### src/rtl/gpx_pkg.sv
package gpx_pkg;

  localparam int BANK_BITS  = 8;
  localparam int NUM_GROUPS = 5;

  typedef enum logic [2:0] {
    GRP_DIR   = 3'd0,
    GRP_LVL   = 3'd1,
    GRP_IEN   = 3'd2,
    GRP_STAT  = 3'd3,
    GRP_SPARE = 3'd4
  } grp_e;

  // Shift between group base addresses: log2(pins) - 3
  function automatic int bank_shift(input int pins);
    return $clog2(pins) - 3;
  endfunction

  function automatic int group_of(input int addr, input int shift);
    return addr >> shift;
  endfunction

  function automatic int bank_of(input int addr, input int shift);
    return addr & ((1 << shift) - 1);
  endfunction

  // Status update: a fresh change wins over a clearing read
  function automatic logic [7:0] stat_next(input logic [7:0] cur,
                                           input logic [7:0] change,
                                           input logic       clear);
    return (clear ? 8'h00 : cur) | change;
  endfunction

endpackage

### src/rtl/gpx_sync.sv
module gpx_sync #(
  parameter int WIDTH = 16
) (
  input  logic             clk,
  input  logic             rst_n,
  input  logic [WIDTH-1:0] raw,
  output logic [WIDTH-1:0] level,
  output logic [WIDTH-1:0] change
);

  logic [WIDTH-1:0] meta_q;
  logic [WIDTH-1:0] sync_q;
  logic [WIDTH-1:0] prev_q;

  always_ff @(posedge clk or negedge rst_n) begin
    if (!rst_n) begin
      meta_q <= '0;
      sync_q <= '0;
      prev_q <= '0;
    end else begin
      meta_q <= raw;
      sync_q <= meta_q;
      prev_q <= sync_q;
    end
  end

  assign level  = sync_q;
  assign change = sync_q ^ prev_q;

endmodule

### src/rtl/gpx_addr_dec.sv
module gpx_addr_dec
  import gpx_pkg::*;
#(
  parameter int SHIFT  = 1,
  parameter int BANKS  = 2,
  parameter int ADDR_W = 4
) (
  input  logic [ADDR_W-1:0]     addr,
  output logic [NUM_GROUPS-1:0] grp_sel,
  output logic [BANKS-1:0]      bank_sel,
  output logic                  hit
);

  int grp_idx;
  int bank_idx;

  always_comb begin
    grp_idx  = group_of(int'(addr), SHIFT);
    bank_idx = bank_of(int'(addr), SHIFT);
    for (int g = 0; g < NUM_GROUPS; g++) grp_sel[g] = (grp_idx == g);
    for (int b = 0; b < BANKS; b++)      bank_sel[b] = (bank_idx == b);
    hit = (grp_idx < NUM_GROUPS);
  end

endmodule

### src/rtl/gpx_bank.sv
module gpx_bank
  import gpx_pkg::*;
(
  input  logic       clk,
  input  logic       rst_n,
  input  logic       wr_dir,
  input  logic       wr_lvl,
  input  logic       wr_ien,
  input  logic       wr_spare,
  input  logic       rd_stat,
  input  logic [7:0] wdata,
  input  logic [7:0] change,
  output logic [7:0] dir_q,
  output logic [7:0] out_q,
  output logic [7:0] ien_q,
  output logic [7:0] stat_q,
  output logic [7:0] spare_q
);

  always_ff @(posedge clk or negedge rst_n) begin
    if (!rst_n) begin
      dir_q   <= '0;
      out_q   <= '0;
      ien_q   <= '0;
      stat_q  <= '0;
      spare_q <= '0;
    end else begin
      if (wr_dir)   dir_q   <= wdata;
      if (wr_lvl)   out_q   <= wdata;
      if (wr_ien)   ien_q   <= wdata;
      if (wr_spare) spare_q <= wdata;
      stat_q <= stat_next(stat_q, change, rd_stat);
    end
  end

endmodule

### src/rtl/gpio_bank_regs.sv
module gpio_bank_regs
  import gpx_pkg::*;
#(
  parameter  int NUM_PINS = 16,
  localparam int SHIFT    = gpx_pkg::bank_shift(NUM_PINS),
  localparam int BANKS    = 1 << SHIFT,
  localparam int ADDR_W   = SHIFT + 3
) (
  input  logic                clk,
  input  logic                rst_n,
  input  logic                reg_wr_en,
  input  logic                reg_rd_en,
  input  logic [ADDR_W-1:0]   reg_addr,
  input  logic [7:0]          reg_wdata,
  output logic [7:0]          reg_rdata,
  output logic                reg_rd_valid,
  input  logic [NUM_PINS-1:0] pin_in,
  output logic [NUM_PINS-1:0] pin_out,
  output logic [NUM_PINS-1:0] pin_oe,
  output logic                irq
);

  // Named internal events, brought out for the checker
  logic [NUM_PINS-1:0]   lvl_sync;
  logic [NUM_PINS-1:0]   evt_vec;
  logic [NUM_PINS-1:0]   stat_vec;
  logic [NUM_PINS-1:0]   ien_vec;
  logic [NUM_GROUPS-1:0] grp_sel;
  logic [BANKS-1:0]      bank_sel;
  logic                  addr_hit;
  logic [7:0]            rd_mux;

  logic [7:0] dir_b   [BANKS];
  logic [7:0] out_b   [BANKS];
  logic [7:0] ien_b   [BANKS];
  logic [7:0] stat_b  [BANKS];
  logic [7:0] spare_b [BANKS];

  gpx_sync #(.WIDTH(NUM_PINS)) u_sync (
    .clk    (clk),
    .rst_n  (rst_n),
    .raw    (pin_in),
    .level  (lvl_sync),
    .change (evt_vec)
  );

  gpx_addr_dec #(.SHIFT(SHIFT), .BANKS(BANKS), .ADDR_W(ADDR_W)) u_dec (
    .addr     (reg_addr),
    .grp_sel  (grp_sel),
    .bank_sel (bank_sel),
    .hit      (addr_hit)
  );

  for (genvar b = 0; b < BANKS; b++) begin : g_bank
    logic wr_any;
    logic rd_stat;
    assign wr_any  = reg_wr_en & addr_hit & bank_sel[b];
    assign rd_stat = reg_rd_en & addr_hit & bank_sel[b] & grp_sel[GRP_STAT];

    gpx_bank u_bank (
      .clk      (clk),
      .rst_n    (rst_n),
      .wr_dir   (wr_any & grp_sel[GRP_DIR]),
      .wr_lvl   (wr_any & grp_sel[GRP_LVL]),
      .wr_ien   (wr_any & grp_sel[GRP_IEN]),
      .wr_spare (wr_any & grp_sel[GRP_SPARE]),
      .rd_stat  (rd_stat),
      .wdata    (reg_wdata),
      .change   (evt_vec[BANK_BITS*b +: BANK_BITS]),
      .dir_q    (dir_b[b]),
      .out_q    (out_b[b]),
      .ien_q    (ien_b[b]),
      .stat_q   (stat_b[b]),
      .spare_q  (spare_b[b])
    );

    assign pin_oe  [BANK_BITS*b +: BANK_BITS] = dir_b[b];
    assign pin_out [BANK_BITS*b +: BANK_BITS] = out_b[b];
    assign stat_vec[BANK_BITS*b +: BANK_BITS] = stat_b[b];
    assign ien_vec [BANK_BITS*b +: BANK_BITS] = ien_b[b];
  end

  // AND-OR read mux over the selected bank and group
  always_comb begin
    rd_mux = 8'h00;
    for (int b = 0; b < BANKS; b++) begin
      if (addr_hit && bank_sel[b]) begin
        rd_mux = rd_mux
               | ({8{grp_sel[GRP_DIR]}}   & dir_b[b])
               | ({8{grp_sel[GRP_LVL]}}   & lvl_sync[BANK_BITS*b +: BANK_BITS])
               | ({8{grp_sel[GRP_IEN]}}   & ien_b[b])
               | ({8{grp_sel[GRP_STAT]}}  & stat_b[b])
               | ({8{grp_sel[GRP_SPARE]}} & spare_b[b]);
      end
    end
  end

  always_ff @(posedge clk or negedge rst_n) begin
    if (!rst_n) begin
      reg_rdata    <= 8'h00;
      reg_rd_valid <= 1'b0;
      irq          <= 1'b0;
    end else begin
      reg_rd_valid <= reg_rd_en;
      if (reg_rd_en) reg_rdata <= rd_mux;
      irq <= |(stat_vec & ien_vec);
    end
  end

endmodule

### config.mk
export PLATFORM = sky130hd
export DESIGN_NAME = gpio_bank_regs
export DESIGN_NICKNAME = d
export VERILOG_FILES = /design/src/rtl/gpx_pkg.sv /design/src/rtl/gpx_sync.sv /design/src/rtl/gpx_addr_dec.sv /design/src/rtl/gpx_bank.sv /design/src/rtl/gpio_bank_regs.sv
export SDC_FILE = /design/constraint.sdc
export NUM_CORES = 1
export LEC_CHECK = 0
export CAP_MARGIN = 20
export CORE_ASPECT_RATIO = 1.2
export CORE_MARGIN = 4
export CORE_UTILIZATION = 37
export DETAILED_ROUTE_END_ITERATION = 16
export DONT_BUFFER_PORTS = 1
export HOLD_SLACK_MARGIN = 0.12
export PLACE_DENSITY = 0.54
export SYNTH_ARGS = -nofsm -noshare
export SYNTH_HDL_FRONTEND = slang
export SYNTH_SLANG_ARGS = --single-unit
export TNS_END_PERCENT = 10
### constraint.sdc
create_clock -name clk -period 1.86 [get_ports clk]
set_input_delay 0.186 -clock clk [delete_from_list [all_inputs] [get_ports clk]]
set_output_delay 0.186 -clock clk [all_outputs]
set_load 0.02 [all_outputs]
==> impl_metrics.tcl, run 1 <==
set metrics [dict create \
    timing.critical_path.required_ps 2160 \
    yosys.cell_count.top_type "dfrtp_1" \
    yosysTopAreaCellShare_pct 63.4 \
    sequential_cell_area_um2 3450 \
    core_region_area_um2 14400 \
    numPlacedInstances 544 \
    muxShareOfSynthArea_pct 18.2 \
    synth_simple_gate_area_share_pct 5.77 \
    async_flop_share_pct 100 \
    synth.distinct_cells 37 \
    synth-compound-area-share_pct 7.95 \
    clk_root_buffer_cell "clkbuf_16" \
    max_slew_margin_pct 59.2 \
    power.static_leakage_nw 2.84 \
    path_class "reg -> reg" \
    outcome "finished, violations left" \
    post_drt_via_cell_ratio 5.33 \
    layout_worst_path_cycle_share_pct 83.4 \
    grt_antenna_before_repair 0 \
    r2r_setup_slack_ps 310 \
    reg2reg_depth 4 \
    clock_tree_sinks 138 \
    start_util_pct 37.8 \
    finalHoldViolations 138 \
    buffer_ports.inserted 0 \
    route.vias.total 3227 \
    area_growth_pct 20.7 \
    type_of_the_most_critical_hold_path "in -> async" \
    worst_ep_arrival_time_ps 1850 \
    fin_nets 450 \
    placement.setup.worst_slack_ps 328 \
    antennaDiodeCount 0 \
    r2r_start "g_bank[0].u_bank.dir_q[1]$_DFFE_PN0P_" \
    synthAdderAreaFrac_pct 0 \
    grt_remaining_overflow 0 \
    main_combinational_cell_family_by_area_after_synthesis "multiplexers" \
    dr.pass1.iters 5 \
    number_of_cts_inserted_buffers 17 \
    share_of_the_synthesized_netlist_area_taken_by_xor_and_xnor_gates_pct 2.57 \
    synthTopCellsByArea "dfrtp_1 63%, mux2_2 14%, nand2_1 2.9%, mux2i_1 2.8%, xnor2_1 2.6%" \
    hold_buf_cts 30 \
    setup_ws_final_ps 309 \
    gpl.final_weighted_congestion 0.840 \
    startpoint_type "flip-flop" \
    drcViolationCount 0 \
    tightestPinTransition_ps 609 \
    synth_enable_flop_cells 0 \
    global_route_wire_length_before_repair_um 21200 \
    post_synthesis_instance_area_um2 5440 \
    utilization_pct 45.6 \
    finish.cell_count_without_fillers 605 \
    totalPowerFinal_w 0.00856 \
    final.fill_count 1318 \
    worstReg2RegEnd "reg_rdata[1]$_DFFE_PN0P_" \
    power.density_nw_per_um2 1300 \
    floorplan.rows 48 \
    maxCapViolations 0 \
    multi_input_comb_area_um2 1880 \
    tns_ps 0 \
    chipWidth_um 119 \
    synth_top_cell_by_area "dfrtp_1" \
    final.hold.worst_slack_ps -530 \
    synth_flop_type "dfrtp_1" \
    finalSetupViolCount 0 \
    ir_worst_vdd_mv 0.792 \
    ys_warn_count 0 \
    clock_tree_from_tritoncts "done" \
    number_of_top_level_pins 74 \
    die_height_um 141 \
    first_global_vias 3479 \
    failed_checks "hold timing" \
    post_synth_net_total 413 \
    drt.antenna.violating_nets 0 \
    worst_skew_pair_later_pin_latency_ps 420 \
    detailedRoute.firstIterationViolations 166 \
    worst_case_clock_buffer_depth 2 \
    period_needed_ps 1550 \
    synth_cells 381 \
    post_cts_setup_buffer_count 0 \
    worstPathMaxFanout 3 \
    cts_htree_levels 4 \
    report.final.slew_viol_count 0 \
    postSynthRegisterBits 138 \
    dpl.hpwl_um 8830 \
    yosysSeqAreaShare_pct 63.4 \
    post_cts_resized 0 \
    synthTopCellsByCount "138 x dfrtp_1, 70 x mux2_2, 42 x nand2_1" \
    syn_avg_cell_area_um2 14.3 \
    dieArea_um2 16700 \
    max_freq_mhz 645 \
    grt_max_degree 139 \
    groute.usage.overall_pct 17.1 \
    post_route_cells_drive_above_1_share_pct 26.3 \
    rsz0062_at_grt "no" \
    wl_cell_um 22.3 \
    critical_path.endpoint_type "flip-flop" \
    clock_skew_ps 5.51 \
    worst_setup_hold_path_clk_slew_ps 60 \
    drt_wl_total_um 13500 \
]
[report_power, final]
| part | leakage [nW] | switching [W] | internal [W] |
|---|---|---|---|
| logic | 0.909 | 0.000294 | 0.000477 |
| clock network | 0.322 | 0.00124 | 0.00258 |
| registers | 1.61 | 0.000552 | 0.00341 |
[per-stage QoR]
step | area, µm² | hold slack (ps)
finish | 6570 | -530
floorplan | 5440 | -110
global placement | 5600 | -104
global route | 6570 | -557
CTS | 6570 | -558
detailed placement | 5600 | -103
[cell families (layout without fill, tap and decap cells)]
kind of cell	count (synthesis)	count (layout)
mux	88	88
compound gates	56	56
flops	138	138
buf+inv	19	68
simple gates	64	64
xor+xnor	16	16
[area by class of cell]
type | instances | share of cell area, %
well taps | 175 | 3.33
inverters | 2 | 0.114
flip-flops and latches | 138 | 52.6
clock buffers | 20 | 6.95
repair buffers | 35 | 5.14
clock inverters | 11 | 3.31
multi-input cells | 224 | 28.6
[placed cells by master (no fill, tap or decap), types with 8 or more instances in the layout]
cell type	n
dfrtp_1	138
mux2_2	70
nand2_1	42
dlygate4sd3_1	30
clkbuf_16	17
xnor2_1	16
mux2i_1	15
o21ai_0	12
a32oi_1	8
a221o_1	8
[how the worst max path moves through the flow]
| stage | depth (start not counted) | endpoint | from |
|---|---|---|---|
| 2_1_floorplan | 5 | g_bank[0].u_bank.spare_q[0]$_DFFE_PN0P_ | reg_addr[0] |
| 3_3_place_gp | 4 | reg_rdata[1]$_DFFE_PN0P_ | g_bank[0].u_bank.dir_q[1]$_DFFE_PN0P_ |
| 3_5_place_dp | 4 | reg_rdata[1]$_DFFE_PN0P_ | g_bank[0].u_bank.dir_q[1]$_DFFE_PN0P_ |
| 6_report | 4 | reg_rdata[1]$_DFFE_PN0P_ | g_bank[0].u_bank.dir_q[1]$_DFFE_PN0P_ |
| 5_1_grt | 4 | reg_rdata[1]$_DFFE_PN0P_ | g_bank[0].u_bank.dir_q[1]$_DFFE_PN0P_ |
| 4_1_cts | 4 | reg_rdata[5]$_DFFE_PN0P_ | g_bank[0].u_bank.dir_q[5]$_DFFE_PN0P_ |
[worst max-delay path, cell delays in order, from the launching register on]
cell and delay [ps]:
dfrtp_1 470, mux2_2 310, a32oi_1 150, o21ai_0 180, a221o_1 330
[layer usage]
| metal | GRT usage [%] | wire length [µm] |
|---|---|---|
| met5 | 0 | 0 |
| met4 | 5.55 | 148 |
| met3 | 5.38 | 823 |
| met2 | 28.2 | 6850 |
| met1 | 21.6 | 5690 |
[registers in the layout, indices dropped and copies added (netlist names)]
signal / cells
g_bank.u_bank.out_q: 16
u_sync.meta_q: 16
g_bank.u_bank.spare_q: 16
irq: 1
g_bank.u_bank.dir_q: 16
g_bank.u_bank.stat_q: 16
reg_rd_valid: 1
g_bank.u_bank.ien_q: 16
reg_rdata: 8
u_sync.prev_q: 16
u_sync.level: 16
Power figures use the tool's default switching activity.
==> run 2, diff against run 1 <==
--- a/config.mk
+++ b/config.mk
@@ -5,6 +5,7 @@
 export SDC_FILE = /design/constraint.sdc
 export NUM_CORES = 1
 export LEC_CHECK = 0
+export ABC_AREA = 1
 export CAP_MARGIN = 20
 export CORE_ASPECT_RATIO = 1.2
 export CORE_MARGIN = 4
==> constraint.sdc (replaced) <==
create_clock -name clk -period 1.5 [get_ports clk]
set_input_delay 0.15 -clock clk [delete_from_list [all_inputs] [get_ports clk]]
set_output_delay 0.15 -clock clk [all_outputs]
set_load 0.02 [all_outputs]
==> impl_metrics.tcl, run 2 <==
set metrics [dict create \
    outcome "finished, violations left" \
    failed_checks "hold timing" \
    ys_warn_count 0 \
    number_of_cts_inserted_buffers 17 \
    synth-compound-area-share_pct 9.75 \
    synthAdderAreaFrac_pct 0 \
    final.hold.worst_slack_ps -571 \
    muxShareOfSynthArea_pct 0 \
    global_route_wire_length_before_repair_um 24200 \
    groute.usage.overall_pct 18.4 \
    worst_ep_arrival_time_ps 1760 \
    synth_cells 582 \
    buffer_ports.inserted 0 \
    final.fill_count 1424 \
    syn_avg_cell_area_um2 9.92 \
    drt.antenna.violating_nets 0 \
    hold_buf_cts 21 \
    max_slew_margin_pct 66.7 \
    fin_nets 645 \
    max_freq_mhz 694 \
    post_synth_net_total 614 \
    synth_enable_flop_cells 0 \
    maxCapViolations 0 \
    start_util_pct 38.1 \
    worst_skew_pair_later_pin_latency_ps 430 \
    critical_path.endpoint_type "flip-flop" \
    clock_tree_sinks 138 \
    tns_ps 0 \
    tightestPinTransition_ps 499 \
    die_height_um 145 \
    floorplan.rows 49 \
    grt_remaining_overflow 0 \
    r2r_start "u_sync.level[8]$_DFF_PN0_" \
    core_region_area_um2 15100 \
    clock_skew_ps 17.6 \
    share_of_the_synthesized_netlist_area_taken_by_xor_and_xnor_gates_pct 2.43 \
    r2r_setup_slack_ps 60 \
    antennaDiodeCount 0 \
    drt_wl_total_um 15000 \
    period_needed_ps 1440 \
    sw_share_pct 27.3 \
    first_global_vias 4236 \
    path_class "reg -> reg" \
    clk_root_buffer_cell "clkbuf_16" \
    totalPowerFinal_w 0.0103 \
    gpl.final_weighted_congestion 0.878 \
    yosys.cell_count.top_type "dfrtp_1" \
    finalSetupViolCount 0 \
    grt_max_degree 139 \
    post_cts_resized 0 \
    worstPathMaxFanout 3 \
    route.vias.total 4217 \
    area_growth_pct 18.2 \
    rsz0062_at_grt "no" \
    chipWidth_um 122 \
    wl_cell_um 18.1 \
    synthTopCellsByArea "dfrtp_1 60%, nand2_1 8.6%, o21ai_1 4.6%, nand3_1 4.4%, o21ai_0 3.4%" \
    detailedRoute.firstIterationViolations 390 \
    clkPwrFrac_pct 43.9 \
    yosysTopAreaCellShare_pct 59.8 \
    worst_case_clock_buffer_depth 2 \
    cts_htree_levels 4 \
    layout.cells.most_common_list "138 x dfrtp_1, 132 x nand2_1, 53 x o21ai_1" \
    ir_worst_vdd_mv 0.716 \
    post_cts_setup_buffer_count 0 \
    post_drt_via_cell_ratio 5.08 \
    grt_antenna_before_repair 0 \
    startpoint_type "flip-flop" \
    synth_simple_gate_area_share_pct 21.2 \
    synthTopCellsByCount "138 x dfrtp_1, 132 x nand2_1, 53 x o21ai_1" \
    worst_setup_hold_path_clk_slew_ps 60 \
    dieArea_um2 17700 \
    post_route_cells_drive_above_1_share_pct 13.4 \
    reg2reg_depth 7 \
    dpl.hpwl_um 10100 \
    post_synthesis_instance_area_um2 5770 \
    postSynthRegisterBits 138 \
    async_flop_share_pct 100 \
    worstReg2RegEnd "reg_rdata[0]$_DFFE_PN0P_" \
    drcViolationCount 0 \
    synth_top_cell_by_area "dfrtp_1" \
    netSwitchingPower_w 0.00283 \
    layout_worst_path_cycle_share_pct 96.0 \
    timing.critical_path.required_ps 1820 \
    dr.pass1.iters 5 \
    number_of_top_level_pins 74 \
    synth.distinct_cells 25 \
    power.density_nw_per_um2 1510 \
    report.final.slew_viol_count 0 \
    type_of_the_most_critical_hold_path "in -> async" \
    yosysSeqAreaShare_pct 59.8 \
    power.share.sequential_pct 46.0 \
    crit_path_start "u_sync.level[8]$_DFF_PN0_" \
    power.static_leakage_nw 3.34 \
    clock_tree_from_tritoncts "done" \
    finalHoldViolations 147 \
    power_frac_comb_pct 10.1 \
    cellInternalPower_w 0.00751 \
    main_combinational_cell_family_by_area_after_synthesis "simple AND/OR/NAND/NOR gates" \
    layout_commonest_cell "dfrtp_1" \
    synth_flop_type "dfrtp_1" \
]
## run 2: routing by layer
metal	GRT usage [%]	wire [µm]	vias up
met5	0	0	-
met4	7.26	263	0
met3	5.33	982	18
met2	27.9	6930	137
met1	25.0	6820	2074
li1	-	-	1988
## run 2: worst max-delay path by stage
stage / endpoint / slack (ps) / depth (start not counted)
CTS: reg_rdata[5]$_DFFE_PN0P_ / 70 / 7
finish: reg_rdata[0]$_DFFE_PN0P_ / 60 / 7
global placement: reg_rdata[5]$_DFFE_PN0P_ / 80 / 9
global route: reg_rdata[5]$_DFFE_PN0P_ / 50 / 7
detailed placement: reg_rdata[5]$_DFFE_PN0P_ / 60 / 9
floorplan: g_bank[1].u_bank.spare_q[5]$_DFFE_PN0P_ / 270 / 10
## run 2: logic make-up after synthesis
logic type / Yosys count
and+or+nand+nor: 244
DFF: 138
AOI/OAI and AO/OA: 104
buffers and inverters: 80
xor gates and xnor gates: 16
## run 2: critical path, stage by stage (launching register included)
cell and delay, ps:
dfrtp_1 420, nand3_1 110, nand3_1 80, o21ai_0 380
buf_4 180, nand2_1 60, nand2_1 70, nand2_1 40
## run 2: power groups by stage
stage / combinational (W) / clock (W) / sequential [W]
after floorplan: 0.000711 / 0 / 0.00475
after global placement: 0.000971 / 0 / 0.00480
after detailed placement: 0.00100 / 0 / 0.00481
after CTS: 0.00105 / 0.00461 / 0.00476
after global routing: 0.00119 / 0.00479 / 0.00482
final: 0.00104 / 0.00454 / 0.00475
## run 2: per-stage QoR
stage               std cells  instance area, µm²  utilization (%)  setup slack, ps
global route              830                6830             45.1             45.8
global placement          777                5970             39.4             75.1
detailed placement        777                5970             39.4             58.6
floorplan                 582                5770                -              268
finish                    830                6830             45.1             59.7
CTS                       830                6830             45.1             66.2
## run 2: final cells by class
type                    count  area (µm²)  share of cell area, %
clock inverters            13         190                   2.79
flip-flops and latches    138        3450                   50.6
repair buffers             38         338                   4.95
well taps                 204         255                   3.74
multi-input cells         364        1930                   28.3
inverters                  54         208                   3.04
clock buffers              19         453                   6.63
